### src/rtl/scc_cmd_pkg.sv
package scc_cmd_pkg;

  localparam int CMD_W = 8;

  localparam int CMD_RX_RELEASE = 7;
  localparam int CMD_RX_RESET   = 6;
  localparam int CMD_RNR_REPEAT = 5;
  localparam int CMD_TIMER      = 4;
  localparam int CMD_TX_TRANSP  = 3;
  localparam int CMD_MSG_END    = 1;
  localparam int CMD_TX_RESET   = 0;

  localparam logic [CMD_W-1:0] REPEAT_MASK =
    CMD_W'((1 << CMD_RNR_REPEAT) | (1 << CMD_TX_TRANSP) | (1 << CMD_MSG_END));

  typedef enum logic [1:0] {
    MODE_AUTO    = 2'b00,
    MODE_NONAUTO = 2'b01,
    MODE_XTRANS0 = 2'b10,
    MODE_XTRANS1 = 2'b11
  } op_mode_e;

  typedef struct packed {
    logic rx_release;
    logic rx_reset;
    logic seq_clear;
    logic timer_start;
    logic tx_reset;
    logic repeat_start;
  } cmd_pulses_t;

endpackage

### src/rtl/scc_cmd_decode.sv
module scc_cmd_decode
  import scc_cmd_pkg::*;
(
  input  logic             clk,
  input  logic             rst_n,
  input  logic             cmd_we,
  input  logic [CMD_W-1:0] cmd_wdata,
  input  op_mode_e         mode,
  input  logic             fifo_nonempty,
  input  logic             repeat_active,
  output cmd_pulses_t      pulses_o,
  output logic             rnr_o
);

  cmd_pulses_t pulses_d, pulses_q;
  logic        rnr_q;
  logic        is_auto, is_xtrans, repeat_pattern;

  assign is_auto        = (mode == MODE_AUTO);
  assign is_xtrans      = (mode == MODE_XTRANS0) || (mode == MODE_XTRANS1);
  assign repeat_pattern = ((cmd_wdata & REPEAT_MASK) == REPEAT_MASK) &&
                          !cmd_wdata[CMD_TX_RESET];

  always_comb begin
    pulses_d = '0;
    if (cmd_we) begin
      pulses_d.rx_release   = cmd_wdata[CMD_RX_RELEASE];
      pulses_d.rx_reset     = cmd_wdata[CMD_RX_RESET];
      pulses_d.seq_clear    = cmd_wdata[CMD_RX_RESET] && is_auto;
      pulses_d.timer_start  = cmd_wdata[CMD_TIMER];
      pulses_d.tx_reset     = cmd_wdata[CMD_TX_RESET];
      pulses_d.repeat_start = repeat_pattern && is_xtrans &&
                              fifo_nonempty && !repeat_active;
    end
  end

  always_ff @(posedge clk or negedge rst_n) begin
    if (!rst_n) begin
      pulses_q <= '0;
      rnr_q    <= 1'b0;
    end else begin
      pulses_q <= pulses_d;
      if (cmd_we && is_auto) rnr_q <= cmd_wdata[CMD_RNR_REPEAT];
    end
  end

  assign pulses_o = pulses_q;
  assign rnr_o    = rnr_q;

  AST_TIMER_FROM_WRITE: assert property (@(posedge clk) disable iff (!rst_n)
    pulses_q.timer_start |-> $past(cmd_we && cmd_wdata[CMD_TIMER]));
  AST_SEQ_ONLY_AUTO: assert property (@(posedge clk) disable iff (!rst_n)
    pulses_q.seq_clear |-> ($past(mode) == MODE_AUTO) && pulses_q.rx_reset);
  AST_RNR_HELD: assert property (@(posedge clk) disable iff (!rst_n)
    !$past(cmd_we && (mode == MODE_AUTO)) |-> $stable(rnr_q));

endmodule

### src/rtl/scc_tx_fifo.sv
module scc_tx_fifo #(
  parameter int DEPTH = 32,
  parameter int WIDTH = 8,
  localparam int PW = $clog2(DEPTH),
  localparam int CW = $clog2(DEPTH + 1)
) (
  input  logic             clk,
  input  logic             rst_n,
  input  logic             clear,
  input  logic             lock,
  input  logic             in_valid,
  output logic             in_ready,
  input  logic [WIDTH-1:0] in_data,
  output logic             out_valid,
  input  logic             out_ready,
  output logic [WIDTH-1:0] out_data,
  input  logic [PW-1:0]    peek_off,
  output logic [WIDTH-1:0] peek_data,
  output logic [CW-1:0]    count
);

  logic [WIDTH-1:0] mem [DEPTH];
  logic [PW-1:0]    wr_ptr, rd_ptr, peek_ptr;
  logic [CW-1:0]    cnt_q;
  logic             push, pop;

  assign in_ready  = !lock && (cnt_q < CW'(DEPTH));
  assign out_valid = !lock && (cnt_q != '0);
  assign push      = in_valid && in_ready;
  assign pop       = out_valid && out_ready;
  assign out_data  = mem[rd_ptr];
  assign peek_ptr  = rd_ptr + peek_off;
  assign peek_data = mem[peek_ptr];
  assign count     = cnt_q;

  always_ff @(posedge clk) begin
    if (push && !clear) mem[wr_ptr] <= in_data;
  end

  always_ff @(posedge clk or negedge rst_n) begin
    if (!rst_n) begin
      wr_ptr <= '0;
      rd_ptr <= '0;
      cnt_q  <= '0;
    end else if (clear) begin
      wr_ptr <= '0;
      rd_ptr <= '0;
      cnt_q  <= '0;
    end else begin
      if (push) wr_ptr <= wr_ptr + PW'(1);
      if (pop)  rd_ptr <= rd_ptr + PW'(1);
      case ({push, pop})
        2'b10:   cnt_q <= cnt_q + CW'(1);
        2'b01:   cnt_q <= cnt_q - CW'(1);
        default: cnt_q <= cnt_q;
      endcase
    end
  end

  AST_NO_OVERFLOW: assert property (@(posedge clk) disable iff (!rst_n)
    cnt_q <= CW'(DEPTH));
  AST_LOCKED_STREAMS: assert property (@(posedge clk) disable iff (!rst_n)
    lock |-> !in_ready && !out_valid);
  AST_LOCK_FREEZES: assert property (@(posedge clk) disable iff (!rst_n)
    (lock && !clear) |=> $stable(cnt_q));

endmodule

### src/rtl/scc_tx_serial.sv
module scc_tx_serial #(
  parameter int DEPTH = 32,
  parameter int WIDTH = 8,
  localparam int PW = $clog2(DEPTH),
  localparam int CW = $clog2(DEPTH + 1),
  localparam int BW = $clog2(WIDTH)
) (
  input  logic             clk,
  input  logic             rst_n,
  input  logic             start,
  input  logic             stop,
  input  logic             bit_en,
  input  logic [CW-1:0]    count,
  input  logic [WIDTH-1:0] byte_data,
  output logic [PW-1:0]    byte_off,
  output logic             active,
  output logic             sdo
);

  logic          active_q;
  logic [PW-1:0] byte_idx;
  logic [BW-1:0] bit_idx;
  logic          last_bit, last_byte;

  assign last_bit  = (bit_idx == BW'(WIDTH - 1));
  assign last_byte = (({1'b0, byte_idx} + CW'(1)) == count);

  always_ff @(posedge clk or negedge rst_n) begin
    if (!rst_n) begin
      active_q <= 1'b0;
      byte_idx <= '0;
      bit_idx  <= '0;
    end else if (stop) begin
      active_q <= 1'b0;
      byte_idx <= '0;
      bit_idx  <= '0;
    end else if (!active_q) begin
      if (start && (count != '0)) begin
        active_q <= 1'b1;
        byte_idx <= '0;
        bit_idx  <= '0;
      end
    end else if (bit_en) begin
      if (last_bit) begin
        bit_idx  <= '0;
        byte_idx <= last_byte ? '0 : byte_idx + PW'(1);
      end else begin
        bit_idx <= bit_idx + BW'(1);
      end
    end
  end

  assign byte_off = byte_idx;
  assign active   = active_q;
  assign sdo      = active_q ? byte_data[bit_idx] : 1'b1;

  AST_IDLE_HIGH: assert property (@(posedge clk) disable iff (!rst_n)
    !active_q |-> sdo);
  AST_HOLD_NO_EN: assert property (@(posedge clk) disable iff (!rst_n)
    (active_q && !bit_en && !stop) |=> $stable(sdo));
  AST_STOP_WINS: assert property (@(posedge clk) disable iff (!rst_n)
    stop |=> !active_q);

endmodule

### src/rtl/scc_cmd_unit.sv
module scc_cmd_unit
  import scc_cmd_pkg::*;
#(
  parameter int DEPTH = 32,
  parameter int WIDTH = 8
) (
  input  logic             clk,
  input  logic             rst_n,
  input  logic             cmd_we,
  input  logic [7:0]       cmd_wdata,
  input  logic [1:0]       mode,
  input  logic             ld_valid,
  output logic             ld_ready,
  input  logic [WIDTH-1:0] ld_data,
  output logic             dr_valid,
  input  logic             dr_ready,
  output logic [WIDTH-1:0] dr_data,
  input  logic             bit_en,
  output logic             sdo,
  output logic             repeat_active,
  output logic             rnr_status,
  output logic             rx_release,
  output logic             rx_reset,
  output logic             seq_clear,
  output logic             timer_start,
  output logic             tx_reset
);

  localparam int PW = $clog2(DEPTH);
  localparam int CW = $clog2(DEPTH + 1);

  cmd_pulses_t      pulses;
  op_mode_e         mode_e;
  logic [CW-1:0]    fifo_count;
  logic [PW-1:0]    peek_off;
  logic [WIDTH-1:0] peek_data;
  logic             active;

  assign mode_e = op_mode_e'(mode);

  scc_cmd_decode u_decode (
    .clk           (clk),
    .rst_n         (rst_n),
    .cmd_we        (cmd_we),
    .cmd_wdata     (cmd_wdata),
    .mode          (mode_e),
    .fifo_nonempty (fifo_count != '0),
    .repeat_active (active),
    .pulses_o      (pulses),
    .rnr_o         (rnr_status)
  );

  scc_tx_fifo #(.DEPTH(DEPTH), .WIDTH(WIDTH)) u_fifo (
    .clk       (clk),
    .rst_n     (rst_n),
    .clear     (pulses.tx_reset),
    .lock      (active),
    .in_valid  (ld_valid),
    .in_ready  (ld_ready),
    .in_data   (ld_data),
    .out_valid (dr_valid),
    .out_ready (dr_ready),
    .out_data  (dr_data),
    .peek_off  (peek_off),
    .peek_data (peek_data),
    .count     (fifo_count)
  );

  scc_tx_serial #(.DEPTH(DEPTH), .WIDTH(WIDTH)) u_serial (
    .clk       (clk),
    .rst_n     (rst_n),
    .start     (pulses.repeat_start),
    .stop      (pulses.tx_reset),
    .bit_en    (bit_en),
    .count     (fifo_count),
    .byte_data (peek_data),
    .byte_off  (peek_off),
    .active    (active),
    .sdo       (sdo)
  );

  assign repeat_active = active;
  assign rx_release    = pulses.rx_release;
  assign rx_reset      = pulses.rx_reset;
  assign seq_clear     = pulses.seq_clear;
  assign timer_start   = pulses.timer_start;
  assign tx_reset      = pulses.tx_reset;

  AST_START_NEEDS_XT: assert property (@(posedge clk) disable iff (!rst_n)
    $rose(repeat_active) |-> ($past(mode, 2) != 2'b00) && ($past(mode, 2) != 2'b01));
  AST_START_NEEDS_CMD: assert property (@(posedge clk) disable iff (!rst_n)
    $rose(repeat_active) |-> $past(cmd_we, 2) && ($past(cmd_wdata, 2) & 8'h2B) == 8'h2A);
  AST_XRES_CLEARS: assert property (@(posedge clk) disable iff (!rst_n)
    tx_reset |=> !repeat_active && sdo && !dr_valid);

endmodule

### config.mk
export PLATFORM = sky130hd
export DESIGN_NAME = scc_cmd_unit
export DESIGN_NICKNAME = d
export VERILOG_FILES = /design/src/rtl/scc_cmd_pkg.sv /design/src/rtl/scc_cmd_decode.sv /design/src/rtl/scc_tx_fifo.sv /design/src/rtl/scc_tx_serial.sv /design/src/rtl/scc_cmd_unit.sv
export SDC_FILE = /design/constraint.sdc
export NUM_CORES = 1
export LEC_CHECK = 0
export BUFFER_PORTS_ARGS = -buffer_cell sky130_fd_sc_hd__buf_2
export CORE_UTILIZATION = 35
export CTS_BUF_LIST = sky130_fd_sc_hd__clkbuf_4 sky130_fd_sc_hd__clkbuf_8 sky130_fd_sc_hd__clkbuf_16
export CTS_CLUSTER_SIZE = 12
export DETAILED_ROUTE_END_ITERATION = 10
export GPL_TIMING_DRIVEN = 0
export PLACE_DENSITY = 0.57
export SYNTH_ARGS = -nofsm -noshare
export SYNTH_HDL_FRONTEND = slang
export SYNTH_SLANG_ARGS = --single-unit
### constraint.sdc
create_clock -name clk -period 4.58 [get_ports clk]
set_input_delay 0.229 -clock clk [delete_from_list [all_inputs] [get_ports clk]]
set_output_delay 0.229 -clock clk [all_outputs]
set_load 0.05 [all_outputs]
# Yosys cells after proc, flatten, opt, wreduce, memory -nomap -nowiden
# Memory sizes are Yosys's and may differ from the RTL's.
# Cells that the tools add are included.
# op_classes
reduce_logical,24
magnitude_cmp,2
eq_ne,9
add_sub_neg,8
n_mux,26
# op_table
cell,count
$mux 5,10
$add 5x1->5 const B,3
$mux 3,5
$logic_and 1x1->1,12
$mux 6,2
$pmux 6 s2,1
$mux 1,7
$add 5x1->6 const B,1
$add 6x1->6 const B,1
$eq 2x2->1 const B,3
$eq 3x3->1 const B,2
$eq 6x6->1,1
$lt 6x6->1 const B,1
$ne 3x3->1 const B,2
$reduce_bool 3->1,2
$reduce_bool 6->1,1
$sub 6x1->6 const B,1
$add 5x5->5,1
$lt 3x4->1 const B,1
$reduce_bool 2->1,2
$add 3x1->3 const B,1
$bmux 1 s3,1
$logic_not 1->1,3
$reduce_and 3->1,1
other kinds (4),4
# word_totals
input_bits,24
wordCells,83
ff_bits,32
n_memories,1
out_inout_bits,18
mem_bits_rw,256
# mem_list
name,words,width,rd,rd_ports_with_merged_regs,wr,line,text
u_fifo.mem,32,8,2,0,1,scc_tx_fifo.sv:22,logic [WIDTH-1:0] mem [DEPTH];

# Longest topological paths before layout
# depth
ltp_word,7
mapped_depth,13
mapped_depth_nobuf,10

# By module
# From an unflattened synthesis, not the netlist that was laid out.
# unflattened
hier_cells,751
area_unflattened_um2,13974.7
# modules_own_cells
module,seq_area_each_um2,instances,area_each_um2,cells_per_inst
scc_tx_fifo,8087.8,1,13007.5,663
scc_tx_serial,225.2,1,691.9,68
scc_cmd_decode,175.2,1,261.5,17
scc_cmd_unit,0.0,1,13.8,3

# Worst setup path before layout
# OpenSTA, ideal clock, no wires.
# synth_timing
path_kind,register -> output
from,register u_fifo.rd_ptr[1]
to,output sdo
path_buffers,4
stages_incl_launch_ff,13
arrival_ns,3.774
slack_ns,0.577
path_cell_list,dfrtp_1 clkbuf_1 clkbuf_1 inv_1 fa_1 buf_4 clkbuf_1 mux4_1 inv_1 mux4_2 o211ai_2 a211oi_2 a211oi_2
# synth_via
elab_chain_cells,5
# synth_rtl
item,line,text
start: declaration,scc_tx_fifo.sv:23,"logic [PW-1:0] wr_ptr, rd_ptr, peek_ptr;"
start signal: assignment,scc_tx_fifo.sv:51,if (pop) rd_ptr <= rd_ptr + PW'(1);
$add 5x5->5,scc_tx_fifo.sv:32,assign peek_ptr = rd_ptr + peek_off;
$mem_v2 32x8,--,
$bmux 1 s3,scc_tx_serial.sv:55,assign sdo = active_q ? byte_data[bit_idx] : 1'b1;
$mux 1 (implied by the code),scc_tx_serial.sv:55,
$mux 1,scc_tx_serial.sv:55,
end: declaration,scc_cmd_unit.sv:19,"output logic sdo,"
# Every way passes these cells. The select of a mux whose other input is x is not followed.

# Worst setup path after layout
# Same ends and word-level chain as after synthesis.

==> impl_results.md <==
* Synth area leaders: edfxtp_1 55%, mux4_2 23%, dfrtp_1 5.7%, mux2i_1 1.8%, nor2_1 1.6%
* Chip Height at 203 µm
* Vias at 8123
* Fin crit period at 4.41 ns
* Routed WL at 39.5 mm
* Crit path launch type: flip-flop
* Final WS setup at 0.165 ns
* Starting density of the core at 0.354
* Pin count of the biggest net entering global routing at 33
* Sequential share of the synthesized area at 0.603
* Layout cell share with drive strength beyond 1 at 0.336
* Cts bufs inserted at 34
* Row count at 73
* Slew of the pin with the lowest slew margin at 1.05 ns
* Dpl cell area at 0.0149 mm²
* Async SR Flop Fraction at 0.111
* RR Startpoint: u_serial.active
* Final Cycle Share at 0.964
* Leakage power total at 5.30 nW
* RSZ-0062 raised after global routing: false
* Worst R2R Setup Slack at 1.80 ns
* Core area at 0.0397 mm²
* Worst R2R End: u_fifo.mem[12][6]
* Main synth FF type: edfxtp_1
* Critical-path top delay cell: fa_1
* Post-synthesis register bit count at 288
* Post-synth EDFFs at 256
* First-pass GRT wire length at 57.0 mm
* Grt ovf at 0
* Max cap viols at 0
* Max Root-Sink Buffers at 3
* Hold Path Class: in2reg
* Setup crit end kind: output pin
* Yosys warns at 0
* Mapped Area at 0.0141 mm²
* Vias in the first global route at 8076
* Critical path arrival at 4.19 ns
* Initial DRC count at 954
* VDD IR max at 279 µV
* R2R depth at 4
* # setup viols final at 0
* Multi-input gate area at 0.00535 mm²
* CP most frequent cell: buf_6
* Highest routed layer: met4
* Die Width at 203 µm
* Worst EP required at 4.35 ns
* H-tree levels at 2
* Post-DP HPWL at 26.7 mm
* Largest stage delay, worst path at 0.51 ns
* Port bufs at 40
* TritonCTS clock tree: done
* Register Area at 0.00849 mm²
* CP Cell Sequence: buf_6 -> clkbuf_8 -> inv_1 -> fa_1 -> buf_4 -> buf_6 -> buf_6 -> mux4_2 -> mux2i_2 -> a311oi_1 -> a211oi_2 -> a211oi_4 -> buf_6
* Clock sinks at 288
* Final nets at 895
* Yosys cell types at 61
* Final hold violations at 0
* CP max FO at 10
* Die area at 0.0410 mm²
* Status: completed
* Root buf cell: clkbuf_16
* Net count after synthesis at 808
* Tot GR Track Use at 0.196
* PwrDens at 609 mW/mm²
* Utilization after layout at 0.409
* Synth Instances at 770
* Synthesized area per cell at 18.3 µm²
* Antenna Nets Post-Route at 0
* Sum of negative setup slack at 0 ns
* Worst slack after detailed placement at -0.920 ns
* DR WL met2 at 18.1 mm
* Via-per-instance ratio at 5.79
* Clk_lat worst skew at 0.52 ns
* Worst setup path startpoint: u_fifo.rd_ptr[1]
* Layout fillers at 3544
* Initial antenna violation count at 2
* Final instance area at 0.0162 mm²
* Crit path to: sdo
* Total Power at 9.88 mW
* Yosys top cell area share at 0.546
* Slew HR at 0.300
* Max Freq at 0.227 GHz
* CP top delay family: buffers and inverters
* I/O Pins at 42
* Post-synth top area cell: edfxtp_1
* Met3 WL at 3.18 mm
* DR WL/cell at 28.1 µm
* Crit Path Category: reg2out
* CP bufs+invs at 7
* Instance count on the critical path at 13
* Met1 wire length at 16.8 mm
* DRC at 0
* Drt first pass iters at 5
* Area Growth Syn to Fin at 15.3%
* Clock transition at path regs at 0.06 ns
* GP Congestion at 0.856
* Worst clock skew at 0.0293 ns
* Max-slew violations at 0
cells in the final DEF, fill, tap and decap left out, types with 13 or more instances in the layout:
master and count:
buf_2 48, mux2_2 13, edfxtp_1 256, nor2_1 59
clkbuf_16 35, ha_1 13, mux2i_1 20, inv_1 15
clkbuf_1 22, mux4_2 143, dfrtp_1 31, nand2_1 27
layout make-up:
cell class	count	area share
Antenna cell	1	0.000154
Buffer	52	0.0203
Clock buffer	40	0.0563
Clock inverter	17	0.00748
Inverter	15	0.00347
Multi-Input combinational cell	415	0.329
Sequential cell	288	0.523
Tap cell	525	0.0405
Timing Repair Buffer	51	0.0193
per-stage QoR:
| stage | cells | hold WS, ns |
|---|---|---|
| 4_1_cts | 1403 | 0.00261 |
| 3_5_place_dp | 1335 | 0.349 |
| 5_1_grt | 1403 | 0.0286 |
| 2_1_floorplan | 770 | -0.0666 |
| 3_3_place_gp | 1335 | 0.338 |
| 6_report | 1404 | 0.0206 |
logic make-up (layout without fill, tap and decap cells):
family	Yosys count	in the layout	share of synthesized area
buffers and inverters	67	175	0.0225
adders and majority gates	14	14	0.0130
DFF	288	288	0.603
muxes	189	189	0.270
xor gates and xnor gates	22	22	0.0150
and+or+nand+nor	142	142	0.0484
AOI/OAI and AO/OA	48	48	0.0282
other	0	1	0
power by group:
group          leakage (nW)  total [mW]  internal [mW]  switching [mW]
clock                 0.507        2.53           1.48            1.05
combinational          2.06        4.28           1.85            2.43
sequential             2.73        3.07           2.98          0.0906
total                  5.30        9.88           6.31            3.57
sequential cells by signal, summed over array words and instances, names as in the netlist:
name and count:
u_serial.byte_off 5, u_decode.rnr_o 1, u_fifo.mem 256, u_fifo.count 6, u_serial.bit_idx 3, u_decode.pulses_o 6
u_fifo.wr_ptr 5, u_serial.active 1, u_fifo.rd_ptr 5
synth_stat cells (all sizes together), types with 5 or more instances:
| cell type | number |
|---|---|
| a21oi | 12 |
| and2 | 6 |
| buf | 27 |
| clkbuf | 25 |
| dfrtp | 32 |
| edfxtp | 256 |
| ha | 13 |
| inv | 15 |
| mux2 | 14 |
| mux2i | 26 |
| mux4 | 149 |
| nand2 | 27 |
| nand2b | 6 |
| nand3 | 10 |
| nand4 | 6 |
| nor2 | 59 |
| nor2b | 8 |
| nor3 | 5 |
| o21ai | 8 |
| xnor2 | 10 |
| xor2 | 12 |
timing repair:
item                                   in CTS  in global routing
buffers inserted                            1                  0
pin swaps                                   1                  0
hold buffers                               10                  0
resized for setup                          26                 14
setup endpoints to repair                   1                  1
endpoints found under the hold margin      38                  0
per-layer routing:
metal,vias up,GRT usage
met4,0,0.0798
met3,72,0.0419
li1,3352,-
met5,-,0
met2,401,0.295
met1,4298,0.275
worst min path at each step:
stage	cells past startpoint	slack, ns	endpoint	from
2_1_floorplan	0	-0.07	u_decode.pulses_o[0]	rst_n
3_3_place_gp	1	0.34	u_decode.rnr_o	rst_n
3_5_place_dp	1	0.35	u_decode.rnr_o	rst_n
4_1_cts	2	0.003	u_decode.pulses_o[4]	cmd_we
5_1_grt	2	0.03	u_decode.pulses_o[4]	cmd_we
6_report	2	0.02	u_decode.pulses_o[4]	cmd_we
Power figures use the tool's default switching activity.
